<file path="src/rtl/tws_pkg.sv">
package tws_pkg;
  typedef enum logic [1:0] {
    ST_IDLE  = 2'd0,
    ST_SCAN  = 2'd1,
    ST_FINAL = 2'd2
  } tws_state_e;
endpackage

</file>
<file path="src/rtl/tws_merge.sv">
module tws_merge #(
  parameter int NTAP = 8,
  localparam int W = 2 * NTAP
) (
  input  logic [W-1:0] raw_i,
  output logic [W-1:0] merged_o
);
  for (genvar g = 0; g < NTAP; g++) begin : g_tap
    assign merged_o[g]        = raw_i[g] & raw_i[g+NTAP];
    assign merged_o[g+NTAP]   = raw_i[g] & raw_i[g+NTAP];
  end
endmodule

</file>
<file path="src/rtl/tws_run_scan.sv">
module tws_run_scan #(
  parameter int NTAP = 8,
  localparam int W  = 2 * NTAP,
  localparam int IW = $clog2(W + 1)
) (
  input  logic          clk_i,
  input  logic          rst_ni,
  input  logic          init_i,
  input  logic [W-1:0]  vec_i,
  input  logic          step_i,
  output logic [IW-1:0] idx_o,
  output logic [IW-1:0] len_o,
  output logic [IW-1:0] st_o,
  output logic [IW-1:0] end_o
);
  logic [W-1:0]  sh_q;
  logic [IW-1:0] run_q, best_q, bst_q, bend_q, idx_q;
  logic          longer;

  assign longer = run_q > best_q;

  always_ff @(posedge clk_i or negedge rst_ni) begin
    if (!rst_ni) begin
      sh_q   <= '0;
      run_q  <= '0;
      best_q <= '0;
      bst_q  <= '0;
      bend_q <= '0;
      idx_q  <= '0;
    end else if (init_i) begin
      sh_q   <= vec_i;
      run_q  <= '0;
      best_q <= '0;
      bst_q  <= '0;
      bend_q <= '0;
      idx_q  <= '0;
    end else if (step_i) begin
      sh_q  <= sh_q >> 1;
      idx_q <= idx_q + IW'(1);
      if (sh_q[0]) begin
        run_q <= run_q + IW'(1);
      end else begin
        // strict compare keeps the earliest of equal runs
        if (longer) begin
          best_q <= run_q;
          bst_q  <= idx_q - run_q;
          bend_q <= idx_q - IW'(1);
        end
        run_q <= '0;
      end
    end
  end

  // closed view: an open run competes as if a fail followed at idx_q
  assign idx_o = idx_q;
  assign len_o = longer ? run_q : best_q;
  assign st_o  = longer ? idx_q - run_q : bst_q;
  assign end_o = longer ? idx_q - IW'(1) : bend_q;

  AST_RUN_LE_IDX: assert property (@(posedge clk_i) disable iff (!rst_ni)
    run_q <= idx_q);
  AST_BEST_MONO: assert property (@(posedge clk_i) disable iff (!rst_ni)
    !init_i |=> best_q >= $past(best_q));
endmodule

</file>
<file path="src/rtl/tws_tap_pick.sv">
module tws_tap_pick #(
  parameter int NTAP    = 8,
  parameter int MIN_RUN = 3,
  localparam int W  = 2 * NTAP,
  localparam int IW = $clog2(W + 1),
  localparam int TW = (NTAP > 1) ? $clog2(NTAP) : 1
) (
  input  logic [IW-1:0] len_i,
  input  logic [IW-1:0] st_i,
  input  logic [IW-1:0] end_i,
  output logic          ok_o,
  output logic [TW-1:0] sel_o
);
  logic [IW:0] sum;
  logic [IW:0] mid;

  assign sum   = {1'b0, st_i} + {1'b0, end_i};
  assign mid   = sum >> 1;
  assign sel_o = TW'(mid % (IW+1)'(NTAP));
  assign ok_o  = 32'(len_i) >= MIN_RUN;
endmodule

</file>
<file path="src/rtl/tap_window_sel.sv">
module tap_window_sel
  import tws_pkg::*;
#(
  parameter int NTAP    = 8,
  parameter int MIN_RUN = 3,
  localparam int W  = 2 * NTAP,
  localparam int IW = $clog2(W + 1),
  localparam int TW = (NTAP > 1) ? $clog2(NTAP) : 1
) (
  input  logic          clk_i,
  input  logic          rst_ni,
  input  logic          load_i,
  input  logic [W-1:0]  result_i,
  input  logic          half_i,
  input  logic          start_i,
  output logic          busy_o,
  output logic          done_o,
  output logic          err_o,
  output logic [TW-1:0] tap_o,
  output logic [TW-1:0] set_val_o,
  output logic          set_tap_o,
  output logic          retune_en_o
);
  tws_state_e    state_q;
  logic [W-1:0]  vec_q, merged;
  logic          half_q, done_q, err_q, ok_q;
  logic [TW-1:0] tap_q, apply_q;
  logic          init, step, ok;
  logic [IW-1:0] idx, len, st, en;
  logic [TW-1:0] sel;

  assign init = (state_q == ST_IDLE) && start_i;
  assign step = (state_q == ST_SCAN);

  tws_merge #(.NTAP(NTAP)) u_merge (
    .raw_i    (vec_q),
    .merged_o (merged)
  );

  tws_run_scan #(.NTAP(NTAP)) u_scan (
    .clk_i  (clk_i),
    .rst_ni (rst_ni),
    .init_i (init),
    .vec_i  (merged),
    .step_i (step),
    .idx_o  (idx),
    .len_o  (len),
    .st_o   (st),
    .end_o  (en)
  );

  tws_tap_pick #(.NTAP(NTAP), .MIN_RUN(MIN_RUN)) u_pick (
    .len_i (len),
    .st_i  (st),
    .end_i (en),
    .ok_o  (ok),
    .sel_o (sel)
  );

  always_ff @(posedge clk_i or negedge rst_ni) begin
    if (!rst_ni) vec_q <= '0;
    else if (load_i) vec_q <= result_i;
  end

  always_ff @(posedge clk_i or negedge rst_ni) begin
    if (!rst_ni) begin
      state_q <= ST_IDLE;
      half_q  <= 1'b0;
      done_q  <= 1'b0;
      err_q   <= 1'b0;
      ok_q    <= 1'b0;
      tap_q   <= '0;
      apply_q <= '0;
    end else begin
      done_q <= 1'b0;
      ok_q   <= 1'b0;
      unique case (state_q)
        ST_IDLE: if (start_i) begin
          half_q  <= half_i;
          state_q <= ST_SCAN;
        end
        ST_SCAN: if (idx == IW'(W - 1)) state_q <= ST_FINAL;
        ST_FINAL: begin
          done_q  <= 1'b1;
          state_q <= ST_IDLE;
          if (ok) begin
            tap_q   <= sel;
            apply_q <= half_q ? (sel >> 1) : sel;
            ok_q    <= 1'b1;
            err_q   <= 1'b0;
          end else begin
            err_q <= 1'b1;
          end
        end
        default: state_q <= ST_IDLE;
      endcase
    end
  end

  assign busy_o      = (state_q != ST_IDLE);
  assign done_o      = done_q;
  assign err_o       = err_q;
  assign tap_o       = tap_q;
  assign set_val_o   = apply_q;
  assign set_tap_o   = ok_q;
  assign retune_en_o = ok_q;

  AST_DONE_PULSE: assert property (@(posedge clk_i) disable iff (!rst_ni)
    done_o |=> !done_o);
  AST_DONE_FROM_FINAL: assert property (@(posedge clk_i) disable iff (!rst_ni)
    $rose(done_o) |-> $past(state_q == ST_FINAL));
  AST_SET_ON_OK: assert property (@(posedge clk_i) disable iff (!rst_ni)
    set_tap_o |-> (done_o && !err_o));
  AST_ERR_HOLDS_TAP: assert property (@(posedge clk_i) disable iff (!rst_ni)
    (done_o && err_o) |-> ($stable(tap_o) && $stable(set_val_o)));
  AST_TAP_RANGE: assert property (@(posedge clk_i) disable iff (!rst_ni)
    32'(tap_o) < NTAP);
  AST_APPLY_LE_TAP: assert property (@(posedge clk_i) disable iff (!rst_ni)
    set_val_o <= tap_o);
endmodule

</file>
<file path="config.mk">
export PLATFORM = sky130hd
export DESIGN_NAME = tap_window_sel
export DESIGN_NICKNAME = d
export VERILOG_FILES = /design/src/rtl/tws_pkg.sv /design/src/rtl/tws_merge.sv /design/src/rtl/tws_run_scan.sv /design/src/rtl/tws_tap_pick.sv /design/src/rtl/tap_window_sel.sv
export SDC_FILE = /design/constraint.sdc
export NUM_CORES = 1
export LEC_CHECK = 0
export BUFFER_PORTS_ARGS = -buffer_cell sky130_fd_sc_hd__buf_2
export CELL_PAD_IN_SITES_DETAIL_PLACEMENT = 0
export CELL_PAD_IN_SITES_GLOBAL_PLACEMENT = 1
export CORE_MARGIN = 2
export CORE_UTILIZATION = 47
export CTS_CLUSTER_DIAMETER = 100
export DETAILED_ROUTE_END_ITERATION = 16
export MAX_ROUTING_LAYER = met4
export PLACE_DENSITY = 0.85
export SETUP_SLACK_MARGIN = 0.5
export SYNTH_ARGS = -nofsm -noshare
export SYNTH_HDL_FRONTEND = slang
export SYNTH_SLANG_ARGS = --single-unit
</file>
<file path="constraint.sdc">
create_clock -name clk_i -period 3.8 [get_ports clk_i]
set_input_delay 0.57 -clock clk_i [delete_from_list [all_inputs] [get_ports clk_i]]
set_output_delay 0.57 -clock clk_i [all_outputs]
set_load 0.1 [all_outputs]
</file>
==> impl_metrics.json <==
{
  "synth.area.top_cells": "dfrtp_1 (51%), mux2_2 (5.5%), ha_1 (5.3%)",
  "stdcell_area_um2": 3720,
  "utilization_pct": 54.7,
  "worstPathMaxFanout": 11,
  "drt-pass1-iter-count": 5,
  "grt_antenna_before_repair": 0,
  "synthSimpleGateAreaFrac_pct": 9.97,
  "dpl.cell_count": 416,
  "synth_top_area_share_pct": 51.0,
  "path_cells": "ha_1 > and3_1 > and3_4 > a21oi_2 > buf_6 > mux2_2 > ha_1 > nand2_1 > a2111o_1 > o311ai_2 > xnor2_1 > o221ai_1",
  "cts_tree": "built",
  "clock-sinks": 67,
  "io_pins": 32,
  "muxShareOfSynthArea_pct": 9.02,
  "tns_ns": 0,
  "clk_pin_slew_ns": 0.07,
  "cp.arrival_ns": 3.35,
  "synthesis.area_um2": 3290,
  "via_count": 2286,
  "clk_path_buf_depth": 2,
  "synth_edf_count": 0,
  "reg2reg_depth": 12,
  "fin_ws_ns": 0.653,
  "endpoint": "set_val_o[1]$_DFFE_PN0P_",
  "critPathLaunch": "u_scan.run_q[3]$_DFFE_PN0P_",
  "drv_slew": 0,
  "vdd_drop_max_mv": 0.419,
  "synth_xor_area_share_pct": 3.88,
  "fin_crit_sh_pct": 82.8,
  "fp.coreArea_um2": 6790,
  "hold_class": "input pin to asynchronous set/reset pin",
  "holdBufCountCts": 0,
  "ys_warn_count": 0,
  "rrSetupSlack_ns": 0.65,
  "fp.dieH_um": 87.6,
  "cts-root-buf": "clkbuf_8",
  "hold_viol": 0,
  "overflow": 0,
  "avgSynthCellArea_um2": 11.0,
  "area_growth_pct": 13.1,
  "startpoint_type": "flip-flop",
  "wl_per_cell_um": 14.2,
  "worst_pin_slew_ns": 0.847,
  "die_w_um": 87.6,
  "fmax_ghz": 0.318,
  "syn_nets": 337,
  "ys_async_sr_fraction_pct": 100,
  "synth_ff_type": "dfrtp_1",
  "synth_seq_cells": 67,
  "yosys.area.top_type": "dfrtp_1",
  "cts_buffers": 9,
  "drive_gt1_share_pct": 24.6,
  "synth_top_family_by_area": "compound AO/OA/AOI/OAI gates",
  "crit_path_top_delay_cell": "dfrtp_2",
  "power_density_nw_per_um2": 872,
  "placedInstanceArea_um2": 3530,
  "first_global_vias": 2274,
  "grt_max_degree": 68,
  "start_util_pct": 48.4,
  "p_leak_nw": 1.69,
  "setup_viol": 0,
  "drv_cap": 0,
  "post-place-ws_ns": 0.578,
  "clk_latency_ns": 0.34,
  "antenna_left": 0,
  "min_period_ns": 3.15,
  "cp.required_ns": 4.00,
  "routed_via_density": 5.27,
  "htreeDepth": 3,
  "finClkSkew_ns": 0.00898,
  "relSlewSlack_pct": 43.5,
  "dp_hpwl_mm": 4.22,
  "seq_area_frac_synth_pct": 51.0,
  "remaining_drc_errors": 0,
  "synth_compound_area_share_pct": 15.6,
  "worstReg2RegEnd": "set_val_o[1]$_DFFE_PN0P_",
  "grt_util_all_layers_pct": 18.5,
  "dr.first_iter.drc_count": 137,
  "numPortBuffers": 31,
  "fin_cells": 434,
  "grt_pass1_wl_mm": 10.6,
  "core.rowCount": 30,
  "path_class": "flip-flop to flip-flop",
  "rr_startpoint": "u_scan.run_q[3]$_DFFE_PN0P_",
  "synth_cells": 300,
  "gp_congestion": 0.817,
  "synth.distinct_cells": 48,
  "synth-adder-area-share_pct": 6.54,
  "slowest_delay_ns": 0.46,
  "die_area_um2": 7680,
  "rsz0062_at_grt": "no",
  "endpoint_kind": "flip-flop",
  "status": "complete, no violations",
  "routed_wirelength_mm": 6.16,
  "cp_common_cell": "ha_1",
  "finalNetCount": 370,
  "diodes": 0
}
## logic make-up (layout without fill, tap and decap cells)
| logic type | after synthesis | after routing |
|---|---|---|
| AND/OR/NAND/NOR | 75 | 75 |
| AO/OA/AOI/OAI | 70 | 70 |
| flip-flops | 67 | 67 |
| buffers and inverters | 33 | 71 |
| multiplexers | 26 | 26 |
| adder cells (fa/ha/maj) | 16 | 16 |
| XOR/XNOR | 13 | 13 |
## registers in the layout (all words and copies together) (netlist names)
signal / count
vec_q: 16
u_scan.bend_q: 4
u_scan.idx_o: 5
state_q: 2
set_val_o: 3
u_scan.best_q: 5
u_scan.sh_q: 16
retune_en_o: 1
u_scan.bst_q: 4
half_q: 1
done_o: 1
u_scan.run_q: 5
err_o: 1
tap_o: 3
## cell type report
type / count / area, µm²
Clock buffer: 10 / 128
Clock inverter: 6 / 42.5
Fill cell: 589 / 3080
Inverter: 18 / 67.6
Multi-Input combinational cell: 200 / 1480
Sequential cell: 67 / 1680
Tap cell: 96 / 120
Timing Repair Buffer: 37 / 204
## metal layers
layer | part of all wire, % | wire length (µm) | global-route usage, %
met5 | 0 | 0 | -
met4 | 1.1 | 67 | 6.01
met3 | 3.1 | 192 | 5.18
met2 | 49 | 3010 | 28.9
met1 | 47 | 2890 | 23.3
## critical path: cells and delay by family (launching register included)
| family | cells | cell delay [ns] |
|---|---|---|
| mux | 1 | 0.38 |
| fa+ha+maj | 2 | 0.58 |
| compound gates | 4 | 0.75 |
| flops | 1 | 0.46 |
| simple gates | 3 | 0.48 |
| buf+inv | 1 | 0.15 |
| xor+xnor | 1 | 0.21 |
## report_power, final
part | switching (mW) | leakage, nW | internal [mW] | total (mW)
Sequential | 0.156 | 0.833 | 0.906 | 1.06
Clock | 0.280 | 0.0822 | 0.236 | 0.517
Combinational | 0.955 | 0.773 | 0.710 | 1.67
## what timing repair did
item,CTS,global route
resized for setup,0,3
buffers inserted,0,2
setup endpoints to repair,0,3
## cell usage in the layout, fill, tap and decap left out, types with 2 or more instances in the layout
cell	n
nand3_1	4
o31ai_1	3
clkbuf_8	9
a21o_1	2
o21ai_0	10
and2_1	3
buf_4	5
mux2i_1	5
a31oi_1	15
xor2_1	4
nor2_1	15
and3_1	2
buf_2	31
xnor2_1	8
o211ai_1	3
clkinvlp_4	2
ha_1	14
a22o_1	12
a21oi_2	2
inv_1	17
dfrtp_1	66
o2bb2ai_1	2
clkinv_2	2
a21oi_1	12
fa_1	2
mux2_4	2
clkinv_4	2
mux2_2	17
nor2b_1	3
nand2_1	41
## Yosys cell counts (2+ instances only)
master,number
mux2i_1,5
mux2_4,2
nor2_1,15
nand2_1,41
mux2_2,16
a21oi_1,12
a31oi_1,15
and2_1,3
o31ai_1,3
dfrtp_1,67
o21ai_0,10
buf_4,2
xor2_1,4
fa_1,2
nor2b_1,3
o211ai_1,3
and3_1,2
clkbuf_1,11
mux2_1,2
o2bb2ai_1,2
ha_1,14
a22o_1,12
a21oi_2,2
a21o_1,2
nand3_1,4
xnor2_1,8
inv_1,17
## metrics by stage
stage | power (mW) | hold slack [ns]
detailed placement | 2.68 | 0.477
global route | 3.50 | 0.435
CTS | 3.21 | 0.421
finish | 3.24 | 0.389
global placement | 2.64 | 0.472
floorplan | 2.32 | 0.274
## worst min path at each step
stage / startpoint / cells after the start / end / slack (ns)
after floorplan: rst_ni / 0 / done_o$_DFF_PN0_ / 0.27
after CTS: half_i / 3 / half_q$_DFFE_PN0P_ / 0.42
after detailed placement: tap_o[0]$_DFFE_PN0P_ / 1 / tap_o[0]$_DFFE_PN0P_ / 0.48
after global placement: tap_o[0]$_DFFE_PN0P_ / 1 / tap_o[0]$_DFFE_PN0P_ / 0.47
after global routing: half_i / 3 / half_q$_DFFE_PN0P_ / 0.43
final: rst_ni / 2 / u_scan.best_q[3]$_DFFE_PN0P_ / 0.39
No activity file was read; power rests on OpenSTA's default activity.
